$ cat config.mk
export PLATFORM = sky130hd
export DESIGN_NAME = pwr_gate_seq
export DESIGN_NICKNAME = d
export VERILOG_FILES = /design/src/rtl/pgs_pkg.sv /design/src/rtl/pgs_regs.sv /design/src/rtl/pgs_timer.sv /design/src/rtl/pgs_fsm.sv /design/src/rtl/pwr_gate_seq.sv
export SDC_FILE = /design/constraint.sdc
export NUM_CORES = 1
export LEC_CHECK = 0
export CAP_MARGIN = 20
export CORE_MARGIN = 1
export CORE_UTILIZATION = 25
export CTS_BUF_LIST = sky130_fd_sc_hd__clkbuf_16
export DETAILED_ROUTE_END_ITERATION = 10
export PLACE_DENSITY_LB_ADDON = 0.2
export SLEW_MARGIN = 20
export SYNTH_ARGS = -nofsm -noshare
export SYNTH_HDL_FRONTEND = slang
export SYNTH_SLANG_ARGS = --single-unit
$ cat constraint.sdc
create_clock -name clk -period 3.3 [get_ports clk]
set_input_delay 0.99 -clock clk [delete_from_list [all_inputs] [get_ports clk]]
set_output_delay 0.99 -clock clk [all_outputs]
set_load 0.05 [all_outputs]
$ cat src/rtl/pgs_pkg.sv
package pgs_pkg;
    typedef enum logic [2:0] {
        ST_IDLE,
        ST_PD_NOP,
        ST_PD_ISO,
        ST_PD_SW,
        ST_PU_SW,
        ST_PU_ISO
    } pgs_state_e;

    localparam int unsigned A_CTRL  = 0;
    localparam int unsigned A_GATE  = 1;
    localparam int unsigned A_PDDLY = 2;
    localparam int unsigned A_PUDLY = 3;
endpackage

$ cat src/rtl/pgs_regs.sv
module pgs_regs #(
    parameter int unsigned DATA_W = 32,
    parameter int unsigned ADDR_W = 2,
    parameter int unsigned DLY_W  = 6,
    parameter int unsigned HI_LSB = 8
) (
    input  logic              clk,
    input  logic              rst_n,
    input  logic              wr_i,
    input  logic [ADDR_W-1:0] addr_i,
    input  logic [DATA_W-1:0] wdata_i,
    input  logic              pd_pend_i,
    input  logic              pu_pend_i,
    output logic [DATA_W-1:0] rdata_o,
    output logic              ctrl_wr_o,
    output logic [1:0]        ctrl_bits_o,
    output logic              gate_o,
    output logic [DLY_W-1:0]  pd_a_o,
    output logic [DLY_W-1:0]  pd_b_o,
    output logic [DLY_W-1:0]  pu_a_o,
    output logic [DLY_W-1:0]  pu_b_o
);
    import pgs_pkg::*;

    typedef struct packed {
        logic             gate;
        logic [DLY_W-1:0] pd_a;
        logic [DLY_W-1:0] pd_b;
        logic [DLY_W-1:0] pu_a;
        logic [DLY_W-1:0] pu_b;
    } regs_t;

    regs_t r_d, r_q;
    logic  unused_wbits;

    assign unused_wbits = ^wdata_i;

    always_comb begin
        r_d = r_q;
        if (wr_i) begin
            if (addr_i == ADDR_W'(A_GATE)) begin
                r_d.gate = wdata_i[0];
            end else if (addr_i == ADDR_W'(A_PDDLY)) begin
                r_d.pd_a = wdata_i[DLY_W-1:0];
                r_d.pd_b = wdata_i[HI_LSB +: DLY_W];
            end else if (addr_i == ADDR_W'(A_PUDLY)) begin
                r_d.pu_a = wdata_i[DLY_W-1:0];
                r_d.pu_b = wdata_i[HI_LSB +: DLY_W];
            end
        end
    end

    always_ff @(posedge clk or negedge rst_n) begin
        if (!rst_n) r_q <= '0;
        else        r_q <= r_d;
    end

    always_comb begin
        rdata_o = '0;
        if (addr_i == ADDR_W'(A_CTRL)) begin
            rdata_o[0] = pd_pend_i;
            rdata_o[1] = pu_pend_i;
        end else if (addr_i == ADDR_W'(A_GATE)) begin
            rdata_o[0] = r_q.gate;
        end else if (addr_i == ADDR_W'(A_PDDLY)) begin
            rdata_o[DLY_W-1:0]        = r_q.pd_a;
            rdata_o[HI_LSB +: DLY_W]  = r_q.pd_b;
        end else begin
            rdata_o[DLY_W-1:0]        = r_q.pu_a;
            rdata_o[HI_LSB +: DLY_W]  = r_q.pu_b;
        end
    end

    assign ctrl_wr_o   = wr_i && (addr_i == ADDR_W'(A_CTRL));
    assign ctrl_bits_o = wdata_i[1:0];
    assign gate_o      = r_q.gate;
    assign pd_a_o      = r_q.pd_a;
    assign pd_b_o      = r_q.pd_b;
    assign pu_a_o      = r_q.pu_a;
    assign pu_b_o      = r_q.pu_b;
endmodule

$ cat src/rtl/pgs_timer.sv
module pgs_timer #(
    parameter int unsigned W = 6
) (
    input  logic         clk,
    input  logic         rst_n,
    input  logic         load_i,
    input  logic [W-1:0] load_val_i,
    output logic         last_o
);
    typedef struct packed {
        logic [W-1:0] cnt;
    } tmr_t;

    tmr_t t_d, t_q;

    always_comb begin
        t_d = t_q;
        if (load_i)               t_d.cnt = load_val_i;
        else if (t_q.cnt != '0)   t_d.cnt = t_q.cnt - W'(1);
    end

    always_ff @(posedge clk or negedge rst_n) begin
        if (!rst_n) t_q <= '0;
        else        t_q <= t_d;
    end

    assign last_o = (t_q.cnt == W'(1));
endmodule

$ cat src/rtl/pgs_fsm.sv
module pgs_fsm #(
    parameter int unsigned DLY_W = 6
) (
    input  logic             clk,
    input  logic             rst_n,
    input  logic             ctrl_wr_i,
    input  logic [1:0]       ctrl_bits_i,
    input  logic             gate_i,
    input  logic [DLY_W-1:0] pd_a_i,
    input  logic [DLY_W-1:0] pd_b_i,
    input  logic [DLY_W-1:0] pu_a_i,
    input  logic [DLY_W-1:0] pu_b_i,
    input  logic             last_i,
    output logic             load_o,
    output logic [DLY_W-1:0] load_val_o,
    output logic             iso_o,
    output logic             sw_o,
    output logic             done_o,
    output logic             pd_pend_o,
    output logic             pu_pend_o
);
    import pgs_pkg::*;

    typedef struct packed {
        pgs_state_e st;
        logic       iso;
        logic       sw;
        logic       done;
        logic       pd_req;
        logic       pu_req;
    } fsm_t;

    fsm_t s_d, s_q;

    function automatic logic [DLY_W-1:0] min1(input logic [DLY_W-1:0] v);
        return (v == '0) ? DLY_W'(1) : v;
    endfunction

    always_comb begin
        s_d        = s_q;
        s_d.done   = 1'b0;
        load_o     = 1'b0;
        load_val_o = '0;
        unique case (s_q.st)
            ST_IDLE: begin
                if (ctrl_wr_i && ctrl_bits_i[0]) begin
                    s_d.pd_req = 1'b1;
                    if (gate_i) begin
                        s_d.st     = ST_PD_ISO;
                        s_d.iso    = 1'b1;
                        load_o     = 1'b1;
                        load_val_o = min1(pd_a_i);
                    end else begin
                        s_d.st = ST_PD_NOP;
                    end
                end else if (ctrl_wr_i && ctrl_bits_i[1]) begin
                    s_d.pu_req = 1'b1;
                    s_d.st     = ST_PU_SW;
                    s_d.sw     = 1'b1;
                    load_o     = 1'b1;
                    load_val_o = min1(pu_a_i);
                end
            end
            ST_PD_NOP: begin
                s_d.st     = ST_IDLE;
                s_d.pd_req = 1'b0;
                s_d.done   = 1'b1;
            end
            ST_PD_ISO: begin
                if (last_i) begin
                    s_d.st     = ST_PD_SW;
                    load_o     = 1'b1;
                    load_val_o = min1(pd_b_i);
                end
            end
            ST_PD_SW: begin
                if (last_i) begin
                    s_d.st     = ST_IDLE;
                    s_d.sw     = 1'b0;
                    s_d.pd_req = 1'b0;
                    s_d.done   = 1'b1;
                end
            end
            ST_PU_SW: begin
                if (last_i) begin
                    s_d.st     = ST_PU_ISO;
                    load_o     = 1'b1;
                    load_val_o = min1(pu_b_i);
                end
            end
            ST_PU_ISO: begin
                if (last_i) begin
                    s_d.st     = ST_IDLE;
                    s_d.iso    = 1'b0;
                    s_d.pu_req = 1'b0;
                    s_d.done   = 1'b1;
                end
            end
            default: s_d.st = ST_IDLE;
        endcase
    end

    always_ff @(posedge clk or negedge rst_n) begin
        if (!rst_n) begin
            s_q        <= '0;
            s_q.st     <= ST_IDLE;
            s_q.sw     <= 1'b1;
        end else begin
            s_q <= s_d;
        end
    end

    assign iso_o     = s_q.iso;
    assign sw_o      = s_q.sw;
    assign done_o    = s_q.done;
    assign pd_pend_o = s_q.pd_req;
    assign pu_pend_o = s_q.pu_req;
endmodule

$ cat src/rtl/pwr_gate_seq.sv
module pwr_gate_seq #(
    parameter int unsigned DATA_W = 32,
    parameter int unsigned ADDR_W = 2,
    parameter int unsigned DLY_W  = 6,
    parameter int unsigned HI_LSB = 8
) (
    input  logic              clk,
    input  logic              rst_n,
    input  logic              reg_wr_i,
    input  logic [ADDR_W-1:0] reg_addr_i,
    input  logic [DATA_W-1:0] reg_wdata_i,
    output logic [DATA_W-1:0] reg_rdata_o,
    output logic              iso_en_o,
    output logic              sw_en_o,
    output logic              done_o,
    output logic              dom_off_o
);
    logic             ctrl_wr;
    logic [1:0]       ctrl_bits;
    logic             gate_en;
    logic [DLY_W-1:0] pd_a, pd_b, pu_a, pu_b;
    logic             tmr_load, tmr_last;
    logic [DLY_W-1:0] tmr_val;
    logic             pd_pend, pu_pend;

    pgs_regs #(.DATA_W(DATA_W), .ADDR_W(ADDR_W), .DLY_W(DLY_W), .HI_LSB(HI_LSB)) u_regs (
        .clk(clk), .rst_n(rst_n), .wr_i(reg_wr_i), .addr_i(reg_addr_i),
        .wdata_i(reg_wdata_i), .pd_pend_i(pd_pend), .pu_pend_i(pu_pend),
        .rdata_o(reg_rdata_o), .ctrl_wr_o(ctrl_wr), .ctrl_bits_o(ctrl_bits),
        .gate_o(gate_en), .pd_a_o(pd_a), .pd_b_o(pd_b), .pu_a_o(pu_a), .pu_b_o(pu_b)
    );

    pgs_timer #(.W(DLY_W)) u_timer (
        .clk(clk), .rst_n(rst_n), .load_i(tmr_load), .load_val_i(tmr_val),
        .last_o(tmr_last)
    );

    pgs_fsm #(.DLY_W(DLY_W)) u_fsm (
        .clk(clk), .rst_n(rst_n), .ctrl_wr_i(ctrl_wr), .ctrl_bits_i(ctrl_bits),
        .gate_i(gate_en), .pd_a_i(pd_a), .pd_b_i(pd_b), .pu_a_i(pu_a), .pu_b_i(pu_b),
        .last_i(tmr_last), .load_o(tmr_load), .load_val_o(tmr_val),
        .iso_o(iso_en_o), .sw_o(sw_en_o), .done_o(done_o),
        .pd_pend_o(pd_pend), .pu_pend_o(pu_pend)
    );

    assign dom_off_o = ~sw_en_o;
endmodule

## After elaboration in Yosys (flattened, before gate mapping)

Cells that the tools add are included.

- Memories: 0
- Word-level logic and storage cells: 102
- Latch bits: 0
- Bits in registers: 39
- Memory bits (writable): 0
- Bits in read-only memories: 0

- Equal/unequal tests: 18
- Div/mod/pow operators: 0
- Reductions and logical operators: 23
- Shift-type cells: 0
- Multipliers: 0
- Add/sub/neg operators: 1
- Muxes and demuxes: 45
- Order comparisons: 0
- Bitwise operators: 3

Operators with widths:

| cell | count |
|---|---|
| 2-to-1 mux 6 bit | 15 |
| logical NOT 6 bit | 4 |
| 2-to-1 mux 3 bit | 6 |
| case mux 6 bit (3 select lines) | 1 |
| AND reduction 4 bit | 4 |
| case mux 3 bit (5 select lines) | 1 |
| inequality test 2 bit, second input constant | 6 |
| 2-to-1 mux 1 bit | 11 |
| 2-to-1 mux 4 bit | 2 |
| case mux 1 bit (2 select lines) | 4 |
| equality test 3 x 2 -> 1 bit, second input constant | 2 |
| equality test 3 bit, second input constant | 2 |
| equality test 6 x 1 -> 1 bit, second input constant | 1 |
| case mux 1 bit (3 select lines) | 2 |
| AND reduction 3 bit | 2 |
| nonzero test 2 bit | 3 |
| nonzero test 6 bit | 1 |
| subtractor 6 x 1 -> 6 bit, second input constant | 1 |
| 2-to-1 mux 5 bit | 1 |
| AND reduction 5 bit | 1 |
| equality test 2 bit, second input constant | 2 |
| 2-to-1 mux 2 bit | 2 |
| inequality test 2 x 1 -> 1 bit, second input constant | 2 |
| equality test 3 x 1 -> 1 bit, second input constant | 1 |
| other kinds (9) | 13 |

## Logic depth before layout (Yosys ltp)

- Depth after elaboration: 7
- Depth in mapped cells: 8
- Gate-level depth less buffers: 6

## Cells and area by module

Synthesis repeated with hierarchy kept, for this count alone.

- Cell total of the unflattened synthesis: 233
- Area, all modules: 2451.1 um^2

By module, submodules not included:

| module | cells an instance | seq. area each (um^2) | area an instance (um^2) | times used |
|---|---|---|---|---|
| pgs_regs | 116 | 625.6 | 1432.6 | 1 |
| pgs_fsm | 73 | 201.4 | 631.9 | 1 |
| pgs_timer | 43 | 150.1 | 382.9 | 1 |
| pwr_gate_seq | 1 | 0.0 | 3.8 | 1 |

## Worst setup path before layout

Ideal clock, no wire load.

- Path kind: in2out
- Start point: input port reg_addr_i[0]
- End point: output port reg_rdata_o[1]
- Cell stages on the path: 5
- Buffers on the path: 1
- Arrival: 2781 ps
- Slack: -471 ps
- Data required time: 2310 ps
- Cells stage by stage: inv_1 ha_1 clkbuf_1 or2_2 o21ai_0

- Word-level cells in the longest chain between the ends: 4
- Elaborated cells on any way between the ends: 6

Ends and longest elaborated chain:

| element | RTL line | RTL |
|---|---|---|
| start, declared | pwr_gate_seq.sv:10 | `input logic [ADDR_W-1:0] reg_addr_i,` |
| equality test 2 bit | pgs_regs.sv:65 | `end else if (addr_i == ADDR_W'(A_PDDLY)) begin` |
| 2-to-1 mux 6 bit | pgs_regs.sv:65 |  |
| 2-to-1 mux 5 bit | pgs_regs.sv:63 | `end else if (addr_i == ADDR_W'(A_GATE)) begin` |
| 2-to-1 mux 2 bit * | pgs_regs.sv:60 | `if (addr_i == ADDR_W'(A_CTRL)) begin` |
| end, declared | pwr_gate_seq.sv:12 | `output logic [DATA_W-1:0] reg_rdata_o,` |

Mark *: on every way between the ends. The rest lies on a longest branch, timed or not.

## Final worst setup path

- Start point: input port reg_addr_i[1]
- End point: output port reg_rdata_o[5]

- Word-level cells in the longest chain between the ends: 4
- Elaborated cells on any way between the ends: 6

Ends and longest elaborated chain:

| element | RTL line |
|---|---|
| equality test 2 bit | pgs_regs.sv:65 |
| 2-to-1 mux 6 bit | pgs_regs.sv:65 |
| 2-to-1 mux 5 bit | pgs_regs.sv:63 |
| 2-to-1 mux 4 bit * | pgs_regs.sv:60 |

Marks and branches as above.

==> qor.txt <==
crit path max fanout = 6
htree depth = 2
# diodes = 0
synthesized flop and latch total = 39
Clock Latency Late Sink = 0.28 ns
Netlist cell types = 47
first-pass GRT wire length = 9459 um
die width = 100.7 um
CP endpoint = reg_rdata_o[5]
Die Footprint = 0.01014 mm^2
setup violators final = 0
min-delay worst type = flip-flop to flip-flop
Synth Area per Inst = 10.37 um^2
detailed router's first-iteration violation count = 47
Worst R2R Path Depth = 4
Peak VDD IR = 253.8 uV
Starting Density = 26.12%
largest area contributor in the netlist = dfrtp_1
Final ANT Viol Nets = 0
synth-to-layout area growth = 30.66%
share of the synthesized area in the top cell type = 39.03%
Final TNS setup = 0 ns
max-cap violations = 0
FP Rows = 35
CTS tree = built
actual slew at the worst max-slew pin = 0.9261 ns
Post-Syn Area = 0.002436 mm^2
RR Startpoint = u_fsm.s_q[6]
status = complete, no violations
Fin. Hold Viols = 0
vias in the first global route = 1782
Routed WL = 5789 um
layout cell share with drive strength beyond 1 = 27.78%
Tmin final = 3.204 ns
Reg clk slew, reported paths = 0.06 ns
DP Wirelength = 4084 um
Root Buffer = clkbuf_16
WP data required = 2.31 ns
area post-placement = 0.002957 mm^2
post-synthesis cell count = 235
CP Class = primary input to primary output
commonest non-fill, non-tap cell in the layout = dfrtp_1
fillers = 941
Slew HR = 38.26%
die height = 100.7 um
largest net degree at the start of global routing = 40
DR vias/cell = 4.529
Crit. End Element = primary output
total CTS buffers = 5
# IOs = 73
commonest non-fill, non-tap cells in the layout = dfrtp_1 (38), mux2_2 (25), conb_1 (20)
gr usage total = 12.42%
Vias = 1807
Leakage = 1.313 nW
PD cells = 673.0 mW/mm^2
achievable clock frequency = 0.3121 GHz
Post-CTS Setup Bufs = 0
number of detailed-route iterations in the first pass = 4
Final Cell Area = 0.003183 mm^2
CTS Sinks = 39
Critical Path Start Type = primary input
CTS max path bufs = 2
unrepaired setup endpoints after global routing = false
Core Box Area = 0.009328 mm^2
worst path arrival time = 2.21 ns
initial antenna violation count = 0
DR DRC count = 0
slack of the worst reg-to-reg path = 1.41 ns
CP Launch Point = reg_addr_i[1]
Seq/Total Area, Yosys = 40.11%
GRT overflow = 0
Routability Congestion = 0.7710
clock skew = 0.004491 ns
period utilization = 97.09%
Final #Nets = 314
Reg2Reg Capture Point = u_timer.t_q[0]
Synth warnings = 0
I/O Buffers = 32
top post-synthesis cells by area = dfrtp_1 (39%), mux2_2 (12%), buf_4 (6.2%)
routed len/inst = 14.51 um
Final Max Slew Viols = 0
## per-layer routing
layer,up-vias,track usage [%],share of wire (%)
met5,-,0,0
met4,0,3.344,1.1
met3,6,3.121,3.8
met2,35,19.28,45
met1,886,17.16,50
li1,880,-,-
## cell usage after synthesis (all sizes together)
master,n
and4,1
nor2,17
nand4b,1
o211ai,1
a2bb2o,1
and3,1
o2111a,1
nor3,4
conb,1
and4b,1
o21ai,9
nand2,10
o22ai,6
a211oi,3
clkbuf,5
nor4,1
dfrtp,38
or4,5
nor3b,1
o21bai,4
or4b,1
o22a,1
mux2i,12
nand3b,2
dfstp,1
a21o,1
inv,7
or3,3
or2,1
a21oi,7
a22oi,12
buf,28
nand4,1
o21a,4
mux2,25
xnor2,2
o31ai,2
a31oi,1
nand3,4
ha,7
nor2b,2
## repair_timing
action                                  in CTS  in global routing
hold buffers                                 0                  0
gates resized for setup                     14                  2
cloned                                       1                  0
pin swaps                                    4                  1
endpoints found under the setup margin      12                  2
## worst min path at each step
stage / cells after the start / slack [ns] / from / to
floorplan: 2 / 0.47 / u_fsm.pu_pend_o / u_fsm.pu_pend_o
global placement: 2 / 0.50 / u_fsm.iso_o / u_fsm.iso_o
detailed placement: 2 / 0.51 / u_fsm.iso_o / u_fsm.iso_o
CTS: 2 / 0.52 / u_fsm.iso_o / u_fsm.iso_o
global route: 1 / 0.55 / u_regs.pd_a_o[0] / u_regs.pd_a_o[0]
finish: 2 / 0.51 / u_fsm.iso_o / u_fsm.iso_o
## stage by stage
stage               total power [mW]  utilization (%)  std cells  setup slack, ns  hold slack [ns]
floorplan                      1.311                -        254          -0.2538           0.4702
global placement               1.572            31.70        391          -0.3899           0.4986
detailed placement             1.585            31.70        391          -0.3918           0.5115
CTS                            2.157            34.08        399          0.06480           0.5245
global route                   2.272            34.12        399         0.001333           0.5512
finish                         2.142            34.12        399          0.09617           0.5126
## worst max-delay path: stages
cell	delay, ns
dlygate4sd2_1	0.24
buf_4	0.14
ha_4	0.19
buf_12	0.14
mux2i_1	0.11
nor2_1	0.13
buf_4	0.14
buf_12	0.13
## sequential cells by signal, indices dropped and copies added (netlist names)
signal,cells
u_regs.pd_a_o,6
u_regs.pd_b_o,6
u_regs.pu_a_o,6
u_regs.pu_b_o,6
u_timer.t_q,6
u_fsm.s_q,3
u_fsm.done_o,1
u_fsm.iso_o,1
u_fsm.pd_pend_o,1
u_fsm.pu_pend_o,1
u_fsm.sw_o,1
u_regs.gate_o,1
## area by class of cell
class	count	area, um^2	area share [%]
clock buffer	5	125.1	3.931
clock inverter	2	37.54	1.179
inverter	7	26.28	0.8255
multi-input combinational	175	1313	41.23
sequential	39	977.2	30.70
tap	129	161.4	5.071
timing repair buffer	42	543.0	17.06
## cells by family after synthesis
| group | Yosys count | synth area share (%) |
|---|---|---|
| AOI/OAI and AO/OA | 53 | 15.36 |
| DFF | 39 | 40.11 |
| muxes | 37 | 16.49 |
| buffers and inverters | 40 | 10.53 |
| and+or+nand+nor | 56 | 13.05 |
| adders and majority gates | 7 | 3.595 |
| other | 1 | 0.1539 |
| xor gates and xnor gates | 2 | 0.7192 |
## power breakdown
| part | total (mW) | internal (mW) | switching (mW) |
|---|---|---|---|
| clock | 0.549 | 0.352 | 0.197 |
| combinational | 0.851 | 0.398 | 0.453 |
| sequential | 0.742 | 0.604 | 0.138 |
| total | 2.14 | 1.35 | 0.787 |
Note: power is estimated with default switching activity, not from simulation.
